--- config.mk ---
export PLATFORM = sky130hd
export DESIGN_NAME = fetch_status_ctrl
export DESIGN_NICKNAME = d
export VERILOG_FILES = /design/src/rtl/fsc_pkg.sv /design/src/rtl/fsc_stall_track.sv /design/src/rtl/fsc_thread_ctrl.sv /design/src/rtl/fsc_active_detect.sv /design/src/rtl/fetch_status_ctrl.sv
export SDC_FILE = /design/constraint.sdc
export NUM_CORES = 1
export LEC_CHECK = 0
export ABC_CLOCK_PERIOD_IN_PS = 8500
export BUFFER_PORTS_ARGS = -buffer_cell sky130_fd_sc_hd__buf_2
export CORE_AREA = 10 10 378 380
export DETAILED_ROUTE_END_ITERATION = 8
export DIE_AREA = 0 0 388 390
export PLACE_DENSITY = 0.37
export SYNTH_ARGS = -nofsm -noshare
export SYNTH_HDL_FRONTEND = slang
export SYNTH_SLANG_ARGS = --single-unit
--- constraint.sdc ---
create_clock -name clk -period 8.5 [get_ports clk]
set_clock_uncertainty 0.2 [all_clocks]
set_input_delay 1.275 -clock clk [delete_from_list [all_inputs] [get_ports clk]]
set_output_delay 1.275 -clock clk [all_outputs]
set_load 0.02 [all_outputs]
--- src/rtl/fsc_pkg.sv ---
package fsc_pkg;

    localparam int STAT_W      = 4;
    localparam int STAGE_COUNT = 4;

    typedef enum logic [STAT_W-1:0] {
        ST_RUN           = 4'd0,
        ST_IDLE          = 4'd1,
        ST_SQUASH        = 4'd2,
        ST_BLOCKED       = 4'd3,
        ST_TRAP_WAIT     = 4'd4,
        ST_QUIESCE_WAIT  = 4'd5,
        ST_IC_WAIT_RESP  = 4'd6,
        ST_IC_WAIT_RETRY = 4'd7,
        ST_IC_DONE       = 4'd8
    } fstat_e;

    typedef struct packed {
        logic commit_sq;
        logic rob_busy;
        logic decode_sq;
        logic stalled;
        logic issue_ok;
        logic issue_nack;
        logic retry_ok;
        logic resp;
        logic turn;
    } freq_t;

    typedef struct packed {
        fstat_e nxt;
        logic   take_commit;
        logic   take_decode;
    } fres_t;

    function automatic logic fsc_can_fetch(fstat_e s);
        return (s == ST_RUN) || (s == ST_SQUASH) || (s == ST_IC_DONE);
    endfunction

    // Fixed-priority resolution of one thread's requests.
    function automatic fres_t fsc_resolve(fstat_e cur, freq_t r);
        fres_t res;
        res.nxt         = cur;
        res.take_commit = 1'b0;
        res.take_decode = 1'b0;
        if (r.commit_sq) begin
            res.nxt         = ST_SQUASH;
            res.take_commit = 1'b1;
        end else if (r.rob_busy) begin
            res.nxt = ST_SQUASH;
        end else if (r.decode_sq && (cur != ST_SQUASH)) begin
            res.nxt         = ST_SQUASH;
            res.take_decode = 1'b1;
        end else if (r.stalled && (cur != ST_IC_WAIT_RESP) && (cur != ST_IC_WAIT_RETRY)) begin
            res.nxt = ST_BLOCKED;
        end else if ((cur == ST_BLOCKED) || (cur == ST_SQUASH)) begin
            res.nxt = ST_RUN;
        end else begin
            case (cur)
                ST_IC_WAIT_RESP:  if (r.resp) res.nxt = r.stalled ? ST_BLOCKED : ST_IC_DONE;
                ST_IC_WAIT_RETRY: if (r.retry_ok) res.nxt = ST_IC_WAIT_RESP;
                ST_IC_DONE:       if (r.turn) res.nxt = ST_RUN;
                ST_RUN: begin
                    if (r.issue_ok)        res.nxt = ST_IC_WAIT_RESP;
                    else if (r.issue_nack) res.nxt = ST_IC_WAIT_RETRY;
                end
                default: res.nxt = cur;
            endcase
        end
        return res;
    endfunction

endpackage

--- src/rtl/fsc_stall_track.sv ---
module fsc_stall_track #(
    parameter int NUM_STAGES = 4
) (
    input  logic                  clk,
    input  logic                  rst,
    input  logic [NUM_STAGES-1:0] set_i,
    input  logic [NUM_STAGES-1:0] clr_i,
    output logic                  stalled_o
);
    logic [NUM_STAGES-1:0] bits_q;
    logic [NUM_STAGES-1:0] bits_d;

    assign bits_d    = (bits_q | set_i) & ~clr_i;
    assign stalled_o = |bits_d;

    always_ff @(posedge clk) begin
        if (rst) bits_q <= '0;
        else     bits_q <= bits_d;
    end

    for (genvar s = 0; s < NUM_STAGES; s++) begin : g_chk
        AST_UNBLOCK_LEGAL: assert property (@(posedge clk) disable iff (rst)
            clr_i[s] |-> (bits_q[s] && !set_i[s]));
        AST_BLOCK_STICKY: assert property (@(posedge clk) disable iff (rst)
            set_i[s] |=> bits_q[s]);
    end

endmodule

--- src/rtl/fsc_thread_ctrl.sv ---
module fsc_thread_ctrl
    import fsc_pkg::*;
#(
    parameter int          ADDR_W     = 32,
    parameter int          INST_BYTES = 4,
    parameter logic [31:0] RESET_PC   = 32'h100
) (
    input  logic              clk,
    input  logic              rst,
    input  logic              active_i,
    input  freq_t             req_i,
    input  logic [ADDR_W-1:0] commit_pc_i,
    input  logic [ADDR_W-1:0] commit_npc_i,
    input  logic [ADDR_W-1:0] decode_pc_i,
    input  logic [ADDR_W-1:0] decode_npc_i,
    output fstat_e            status_o,
    output logic              changed_o,
    output logic [ADDR_W-1:0] pc_o,
    output logic [ADDR_W-1:0] npc_o,
    output logic [ADDR_W-1:0] nnpc_o
);
    localparam logic [ADDR_W-1:0] STEP  = ADDR_W'(INST_BYTES);
    localparam logic [ADDR_W-1:0] PC0   = ADDR_W'(RESET_PC);

    fstat_e            status_q;
    logic              changed_q;
    logic [ADDR_W-1:0] pc_q, npc_q, nnpc_q;
    fres_t             res;

    always_comb begin
        res = fsc_resolve(status_q, req_i);
        if (!active_i) begin
            res.nxt         = status_q;
            res.take_commit = 1'b0;
            res.take_decode = 1'b0;
        end
    end

    always_ff @(posedge clk) begin
        if (rst) begin
            status_q  <= ST_RUN;
            changed_q <= 1'b0;
            pc_q      <= PC0;
            npc_q     <= PC0 + STEP;
            nnpc_q    <= PC0 + STEP + STEP;
        end else begin
            status_q  <= res.nxt;
            changed_q <= (res.nxt != status_q);
            if (res.take_commit) begin
                pc_q   <= commit_pc_i;
                npc_q  <= commit_npc_i;
                nnpc_q <= commit_npc_i + STEP;
            end else if (res.take_decode) begin
                pc_q   <= decode_pc_i;
                npc_q  <= decode_npc_i;
                nnpc_q <= decode_npc_i + STEP;
            end
        end
    end

    assign status_o  = status_q;
    assign changed_o = changed_q;
    assign pc_o      = pc_q;
    assign npc_o     = npc_q;
    assign nnpc_o    = nnpc_q;

    AST_COMMIT_WINS: assert property (@(posedge clk) disable iff (rst)
        (active_i && req_i.commit_sq) |=> (status_q == ST_SQUASH));
    AST_COMMIT_ADDR_LOAD: assert property (@(posedge clk) disable iff (rst)
        (active_i && req_i.commit_sq) |=> (pc_q == $past(commit_pc_i)
            && nnpc_q == $past(commit_npc_i) + STEP));
    AST_RETRY_NEVER_BLOCKED: assert property (@(posedge clk) disable iff (rst)
        (status_q == ST_IC_WAIT_RETRY) |=> (status_q != ST_BLOCKED));
    AST_INACTIVE_HOLDS: assert property (@(posedge clk) disable iff (rst)
        !active_i |=> $stable(status_q));
    AST_CHANGE_PULSE: assert property (@(posedge clk) disable iff (rst)
        changed_q |-> (status_q != $past(status_q)));

endmodule

--- src/rtl/fsc_active_detect.sv ---
module fsc_active_detect
    import fsc_pkg::*;
#(
    parameter int NUM_THREADS = 4
) (
    input  logic [NUM_THREADS*STAT_W-1:0] status_i,
    input  logic [NUM_THREADS-1:0]        active_i,
    output logic                          stage_active_o
);
    logic [NUM_THREADS-1:0] hit;

    for (genvar t = 0; t < NUM_THREADS; t++) begin : g_hit
        assign hit[t] = active_i[t] && fsc_can_fetch(fstat_e'(status_i[t*STAT_W +: STAT_W]));
    end

    assign stage_active_o = |hit;

endmodule

--- src/rtl/fetch_status_ctrl.sv ---
module fetch_status_ctrl
    import fsc_pkg::*;
#(
    parameter int          NUM_THREADS = 4,
    parameter int          ADDR_W      = 32,
    parameter int          INST_BYTES  = 4,
    parameter logic [31:0] RESET_PC    = 32'h100
) (
    input  logic                               clk,
    input  logic                               rst,
    input  logic [NUM_THREADS-1:0]             thread_active_i,
    input  logic [STAGE_COUNT*NUM_THREADS-1:0] stall_set_i,
    input  logic [STAGE_COUNT*NUM_THREADS-1:0] stall_clr_i,
    input  logic                               ctx_stall_i,
    input  logic [NUM_THREADS-1:0]             commit_squash_i,
    input  logic [NUM_THREADS*ADDR_W-1:0]      commit_pc_i,
    input  logic [NUM_THREADS*ADDR_W-1:0]      commit_npc_i,
    input  logic [NUM_THREADS-1:0]             rob_busy_i,
    input  logic [NUM_THREADS-1:0]             decode_squash_i,
    input  logic [NUM_THREADS*ADDR_W-1:0]      decode_pc_i,
    input  logic [NUM_THREADS*ADDR_W-1:0]      decode_npc_i,
    input  logic [NUM_THREADS-1:0]             ic_issue_ok_i,
    input  logic [NUM_THREADS-1:0]             ic_issue_nack_i,
    input  logic [NUM_THREADS-1:0]             ic_retry_ok_i,
    input  logic [NUM_THREADS-1:0]             ic_resp_i,
    input  logic [NUM_THREADS-1:0]             fetch_turn_i,
    output logic [NUM_THREADS*STAT_W-1:0]      status_o,
    output logic [NUM_THREADS-1:0]             status_chg_o,
    output logic [NUM_THREADS*ADDR_W-1:0]      pc_o,
    output logic [NUM_THREADS*ADDR_W-1:0]      npc_o,
    output logic [NUM_THREADS*ADDR_W-1:0]      nnpc_o,
    output logic                               stage_active_o
);

    for (genvar t = 0; t < NUM_THREADS; t++) begin : g_thr
        logic [STAGE_COUNT-1:0] set_v, clr_v;
        logic                   stage_stall;
        freq_t                  req;
        fstat_e                 st;

        for (genvar s = 0; s < STAGE_COUNT; s++) begin : g_stg
            assign set_v[s] = stall_set_i[s*NUM_THREADS + t];
            assign clr_v[s] = stall_clr_i[s*NUM_THREADS + t];
        end

        fsc_stall_track #(.NUM_STAGES(STAGE_COUNT)) u_stall (
            .clk      (clk),
            .rst      (rst),
            .set_i    (set_v),
            .clr_i    (clr_v),
            .stalled_o(stage_stall)
        );

        always_comb begin
            req.commit_sq  = commit_squash_i[t];
            req.rob_busy   = rob_busy_i[t];
            req.decode_sq  = decode_squash_i[t];
            req.stalled    = stage_stall || ctx_stall_i;
            req.issue_ok   = ic_issue_ok_i[t];
            req.issue_nack = ic_issue_nack_i[t];
            req.retry_ok   = ic_retry_ok_i[t];
            req.resp       = ic_resp_i[t];
            req.turn       = fetch_turn_i[t];
        end

        fsc_thread_ctrl #(
            .ADDR_W    (ADDR_W),
            .INST_BYTES(INST_BYTES),
            .RESET_PC  (RESET_PC)
        ) u_ctrl (
            .clk         (clk),
            .rst         (rst),
            .active_i    (thread_active_i[t]),
            .req_i       (req),
            .commit_pc_i (commit_pc_i[t*ADDR_W +: ADDR_W]),
            .commit_npc_i(commit_npc_i[t*ADDR_W +: ADDR_W]),
            .decode_pc_i (decode_pc_i[t*ADDR_W +: ADDR_W]),
            .decode_npc_i(decode_npc_i[t*ADDR_W +: ADDR_W]),
            .status_o    (st),
            .changed_o   (status_chg_o[t]),
            .pc_o        (pc_o[t*ADDR_W +: ADDR_W]),
            .npc_o       (npc_o[t*ADDR_W +: ADDR_W]),
            .nnpc_o      (nnpc_o[t*ADDR_W +: ADDR_W])
        );

        assign status_o[t*STAT_W +: STAT_W] = st;
    end

    fsc_active_detect #(.NUM_THREADS(NUM_THREADS)) u_act (
        .status_i      (status_o),
        .active_i      (thread_active_i),
        .stage_active_o(stage_active_o)
    );

endmodule

Yosys cells after proc, flatten, opt, wreduce, memory -nomap -nowiden
Index checks and enable logic that the tools add are counted.
Widths: inputs -> output; s select.

storage, ports and cells
  register bits after elaboration = 420
  input bits = 583
  output and inout port bits = 405
  word-level logic and storage cells = 217

cells by class
  $add $sub $neg = 8
  equal/unequal tests = 36
  muxes and demuxes = 92
  bitwise operators = 12
  reductions and logical operators = 45

operators with widths
  cell                   count
  $mux 32                24
  $add 32x3->32 const B  8
  $mux 4                 44
  $pmux 4 s4             4
  $eq 4x2->1 const B     8
  $eq 4x3->1 const B     8
  $ne 4x3->1 const B     8
  $mux 6                 4
  $reduce_or 4->1        5
  $and 4x4->4            4
  $eq 4x4->1 const B     4
  $logic_and 1x1->1      16
  $logic_not 4->1        4
  $logic_or 1x1->1       16
  $mux 1                 16
  $ne 4x2->1 const B     4
  $ne 4x4->1             4
  $not 4->4              4
  $or 4x4->4             4
  $reduce_bool 2->1      4

Longest topological paths before layout
  depth in word-level cells = 15
  depth in mapped cells = 16
  mapped depth without buffers = 9

Modules after synthesis
From an unflattened synthesis, not the netlist that was laid out.

second synthesis, totals
  cell total of the unflattened synthesis = 2693
  area, all modules = 21292.9 um2

by module, submodules not included
  module                                 instances  cells each  area each (um2)
  fsc_thread_ctrl (g_thr[0].u_ctrl ...)  3          654         5106.1
  fsc_thread_ctrl (g_thr[3].u_ctrl)      1          664         5225.0
  fsc_stall_track                        4          13          165.2
  fsc_active_detect                      1          11          63.8
  fetch_status_ctrl                      1          4           25.0

Worst setup path after synthesis
Ideal clock, no wire load.

  kind = input to register
  start point = in commit_squash_i[3]
  end point = reg g_thr[3].u_ctrl.nnpc_q[30]
  data arrival time = 4.521 ns
  required time = 8.183 ns
  slack = 3.662 ns
  stages = 16
  path buffers = 7
  cell sequence = buf_2 > and2_1 > buf_6 > buf_2 > buf_2 > buf_2 > buf_2 > mux2i_1 > inv_1 > ha_1 > o21ai_0 > or4b_1 > clkbuf_2 > nor4_4 > a41oi_1 > a32o_1

on the way
  longest elaborated chain between the ends = 3

ends and longest elaborated chain
  item                                          RTL line                 text
  start, declared                               fetch_status_ctrl.sv:15  input logic [NUM_THREADS-1:0] commit_squash_i,
  $mux 1                                        fsc_pkg.sv:46            if (r.commit_sq) begin
  $mux 6 *                                      fsc_thread_ctrl.sv:32    if (!active_i) begin
  $mux 32 or $reduce_bool 2->1 (tied branches)  --
  end signal, assigned                          fsc_thread_ctrl.sv:45    nnpc_q <= PC0 + STEP + STEP;
  end signal, assigned                          fsc_thread_ctrl.sv:52    nnpc_q <= commit_npc_i + STEP;
  end signal, assigned                          fsc_thread_ctrl.sv:56    nnpc_q <= decode_npc_i + STEP;
  end, declared                                 fsc_thread_ctrl.sv:27    logic [ADDR_W-1:0] pc_q, npc_q, nnpc_q;

Mark *: on every way between the ends. The rest lies on a longest branch, timed or not.
A chain may end at the register's enable or synchronous reset.

Final worst setup path
  start point = in thread_active_i[0]
  end point = reg g_thr[0].u_ctrl.nnpc_q[18]

on the way
  longest elaborated chain between the ends = 2

ends and longest elaborated chain
  item                                          RTL line                 text
  start, declared                               fetch_status_ctrl.sv:11  input logic [NUM_THREADS-1:0] thread_active_i,
  $mux 6 *                                      fsc_thread_ctrl.sv:32
  $mux 32 or $reduce_bool 2->1 (tied branches)  --
  end signal, assigned                          fsc_thread_ctrl.sv:45
  end signal, assigned                          fsc_thread_ctrl.sv:52
  end signal, assigned                          fsc_thread_ctrl.sv:56
  end, declared                                 fsc_thread_ctrl.sv:27

Marked as above.

==> metrics.md <==
| Metric | Value |
|---|---|
| DRC viols | `0` |
| Core area | `135000 um2` |
| Area growth syn-to-layout | `40.3%` |
| Post-route clock period utilization | `between 50% and 60%` |
| Predominant post-synthesis flop cell | `dfxtp_1` |
| Seq/Total Area, Yosys | `between 30% and 40%` |
| IO buf count | `between 900 and 1k` |
| Clock Sinks | `412` |
| Mean post-synth cell area | `7.86 um2` |
| Worst Setup Slack, final | `3.86 ns` |
| M2 GR Usage | `about a quarter` |
| Global route hottest layer | `met2` |
| Initial antenna violation count | `24` |
| Final nets | `4074` |
| WS Path Type | `input pin to register` |
| Yosys cell types | `78` |
| Final slew viol count | `0` |
| CTS tree | `built` |
| Top-count cell post-synth | `nand2_1` |
| Post-Place Worst Slack | `3.22 ns` |
| Critical Path Slowest Stage Cell | `buf_4` |
| Hold Vio Cnt, Final | `0` |
| Critical-path cell list | `buf_2 > and2_4 > buf_4 > mux2_2 > ha_1 > nand4_1 > nor4_2 > a2111oi_0 > a311o_1` |
| FF-to-FF Start | `g_thr[2].u_ctrl.status_o[2]` |
| Top cells by count, synth | `nand2_1 (490), dfxtp_1 (412), nor2_1 (323)` |
| Via-per-instance ratio | `4.42` |
| Cell Rows | `135` |
| Slew of the pin with the lowest slew margin | `1.14 ns` |
| Synthesized Nets | `3235` |
| Slowest stage delay, CP | `around 0.76 ns` |
| Leakage | `0.0125 uW` |
| Hold Crit Depth | `2` |
| Setup Fix Bufs, Post-CTS | `0` |
| DRT iter0 DRCs | `~1.6k` |
| I/O pin cnt | `between 900 and 1k` |
| Fmax | `0.215 GHz` |
| RSZ-0062 raised after global routing | `false` |
| Crit end category | `register` |
| Vias in the first global route | `roughly 23k` |
| WP data required | `8.83 ns` |
| Dpl hpwl | `100000 um` |
| Worst Path Buf+Inv | `2` |
| Worst path depth | `9` |
| Synth area leaders | `dfxtp_1 (40%), nand2_1 (8.8%), nor2_1 (5.8%)` |
| Post-synthesis register bit count | `around 400` |
| Yosys top cell area share | `39.6%` |
| FFs w/ async S/R, synth | `0%` |
| CP startpoint | `thread_active_i[0]` |
| First-pass GRT wire length | `177000 um` |
| Hold slack | `~0.25 ns` |
| Clk Latency, worst-skew pair | `0.64 ns` |
| Detailed Route WL | `126000 um` |
| Pwr per Cell Area | `198 nW/um2` |
| Layout cell share with drive strength beyond 1 | `33.1%` |
| Die area | `151000 um2` |
| DIE WIDTH | `388 um` |
| Largest net degree at the start of global routing | `97` |
| Startpoint Class | `input pin` |
| Clock period minus worst slack | `4.64 ns` |
| CTS Buf Count | `between 50 and 60` |
| Setup crit end | `g_thr[0].u_ctrl.nnpc_o[18]` |
| Fillers | `roughly 15k` |
| Detailed Routing Iterations Pass 1 | `5` |
| Hold-fix buffers, CTS | `0` |
| Grt ovf | `0` |
| Run status | `completed` |
| Grt met3 use | `5.75%` |
| Number of synthesized flops with an enable pin | `0` |
| R2R depth | `7` |
| Initial Util | `15.4%` |
| R2R Setup Slk | `4.95 ns` |
| HP Class | `register to register` |
| Setup_tns | `0 ns` |
| Worst EP arrival | `4.97 ns` |
| Yosys warns | `0` |
| Worst-case clock buffer depth | `3` |
| Yosys top cell by area | `dfxtp_1` |
| Routed vias | `23.6k` |
| Drt wl/cell | `23.7 um` |
| PostCTS Resize Cnt | `0` |
| Routed Antenna Nets | `0` |
| Netlist Area Pre-Place | `between 20000 and 25000 um2` |
| Setup violators final | `0` |
| Critical-path maximum fanout | `77` |
| Worst-path clk slew | `0.05 ns` |
| Clock Root Buffer | `clkbuf_16` |
| Cells after synthesis | `about 2.6k` |
| Max-slew headroom | `23.7%` |
| Die Height | `between 300 and 400 um` |
| Placer Congestion | `0.838` |
| H-tree depth | `2` |
| GR Util All Layers | `15.6%` |
| Met1 usage | `18.2%` |
| Maxcap violations | `0` |
| Crit Reg-Reg Endpoint | `g_thr[2].u_ctrl.nnpc_o[5]` |
| Peak VDD IR | `0.153 mV` |
| Crit path max-delay family | `simple AND/OR/NAND/NOR gates` |
==> stage by stage <==
stage                     total power [uW]  util, %  std cells  cell area, um2
after global routing                  6080     21.6       5320           29200
after CTS                             5910     21.6       5312           29200
after detailed placement              3440     20.2       5208           27300
final                                 5780     21.6       5324           29200
after floorplan                       2840        -       2648           20800
after global placement                3440     20.2       5208           27300
==> layer usage <==
metal / share of wire [%] / vias to the layer above
met4: 2.9 / 20
li1: - / 11400
met2: 48 / 874
met3: 8.8 / 154
met5: 0.11 / -
met1: 40 / 11200
==> how the worst min path moves through the flow <==
stage / from / to / slack (ns)
final: g_thr[1].u_ctrl.nnpc_o[9] / g_thr[1].u_ctrl.nnpc_o[9] / 0.25
after global routing: g_thr[2].u_ctrl.nnpc_o[7] / g_thr[2].u_ctrl.nnpc_o[7] / 0.27
after CTS: g_thr[3].u_ctrl.npc_o[3] / g_thr[3].u_ctrl.npc_o[3] / 0.25
after detailed placement: g_thr[2].u_ctrl.nnpc_o[5] / g_thr[2].u_ctrl.nnpc_o[5] / 0.24
after global placement: g_thr[3].u_ctrl.nnpc_o[4] / g_thr[3].u_ctrl.nnpc_o[4] / 0.24
after floorplan: g_thr[2].u_stall.bits_q[1] / g_thr[2].u_stall.bits_q[1] / 0.25
==> cell type report <==
type | instances | area, um2 | area share (%)
Clock inverter | 21 | 163 | 0.557
Tap cell | 1781 | 2230 | 7.63
Inverter | 25 | 98.8 | 0.339
Multi-Input combinational cell | 1971 | 11600 | 39.6
Timing Repair Buffer | 1019 | 5190 | 17.8
Sequential cell | 412 | 8250 | 28.3
Antenna cell | 12 | 30.0 | 0.103
Clock buffer | 83 | 1690 | 5.77
==> worst min-delay path: stages (launching register included) <==
cell     delay, ns
dfxtp_1       0.30
nand2_1       0.05
a21oi_1       0.05
==> layout by cell type (no fill, tap or decap), types with 27 or more instances in the layout <==
cell and n:
nor2_1 323, nor3_1 56, a311oi_1 134, buf_4 32, nand2_1 488, mux2i_1 95
buf_2 986, clkbuf_16 58, nand3_1 101, xor2_1 31, nor4_1 29, nand4_1 41
a21oi_1 77, a211oi_1 102, dfxtp_1 412, a31oi_1 27, o21ai_0 75
==> cell families after synthesis <==
kind of cell / Yosys count / synth area share, %
multiplexers: 113 / 5.54
flip-flops: 412 / 39.6
AND/OR/NAND/NOR: 1199 / 26.2
AO/OA/AOI/OAI: 610 / 21.2
XOR/XNOR: 45 / 1.89
buffers and inverters: 265 / 5.25
adder cells (fa/ha/maj): 4 / 0.241
==> registers in the layout (all words and copies together) (netlist names) <==
register	count
g_thr.u_ctrl.nnpc_o	128
g_thr.u_ctrl.pc_o	128
g_thr.u_ctrl.npc_o	120
g_thr.u_ctrl.status_o	16
g_thr.u_stall.bits_q	16
g_thr.u_ctrl.changed_o	4
==> report_power, final <==
group,switching (uW),internal (uW)
clock,1010,1400
sequential,93.2,2080
combinational,813,396
total,1910,3870
No activity file was read; power rests on OpenSTA's default activity.
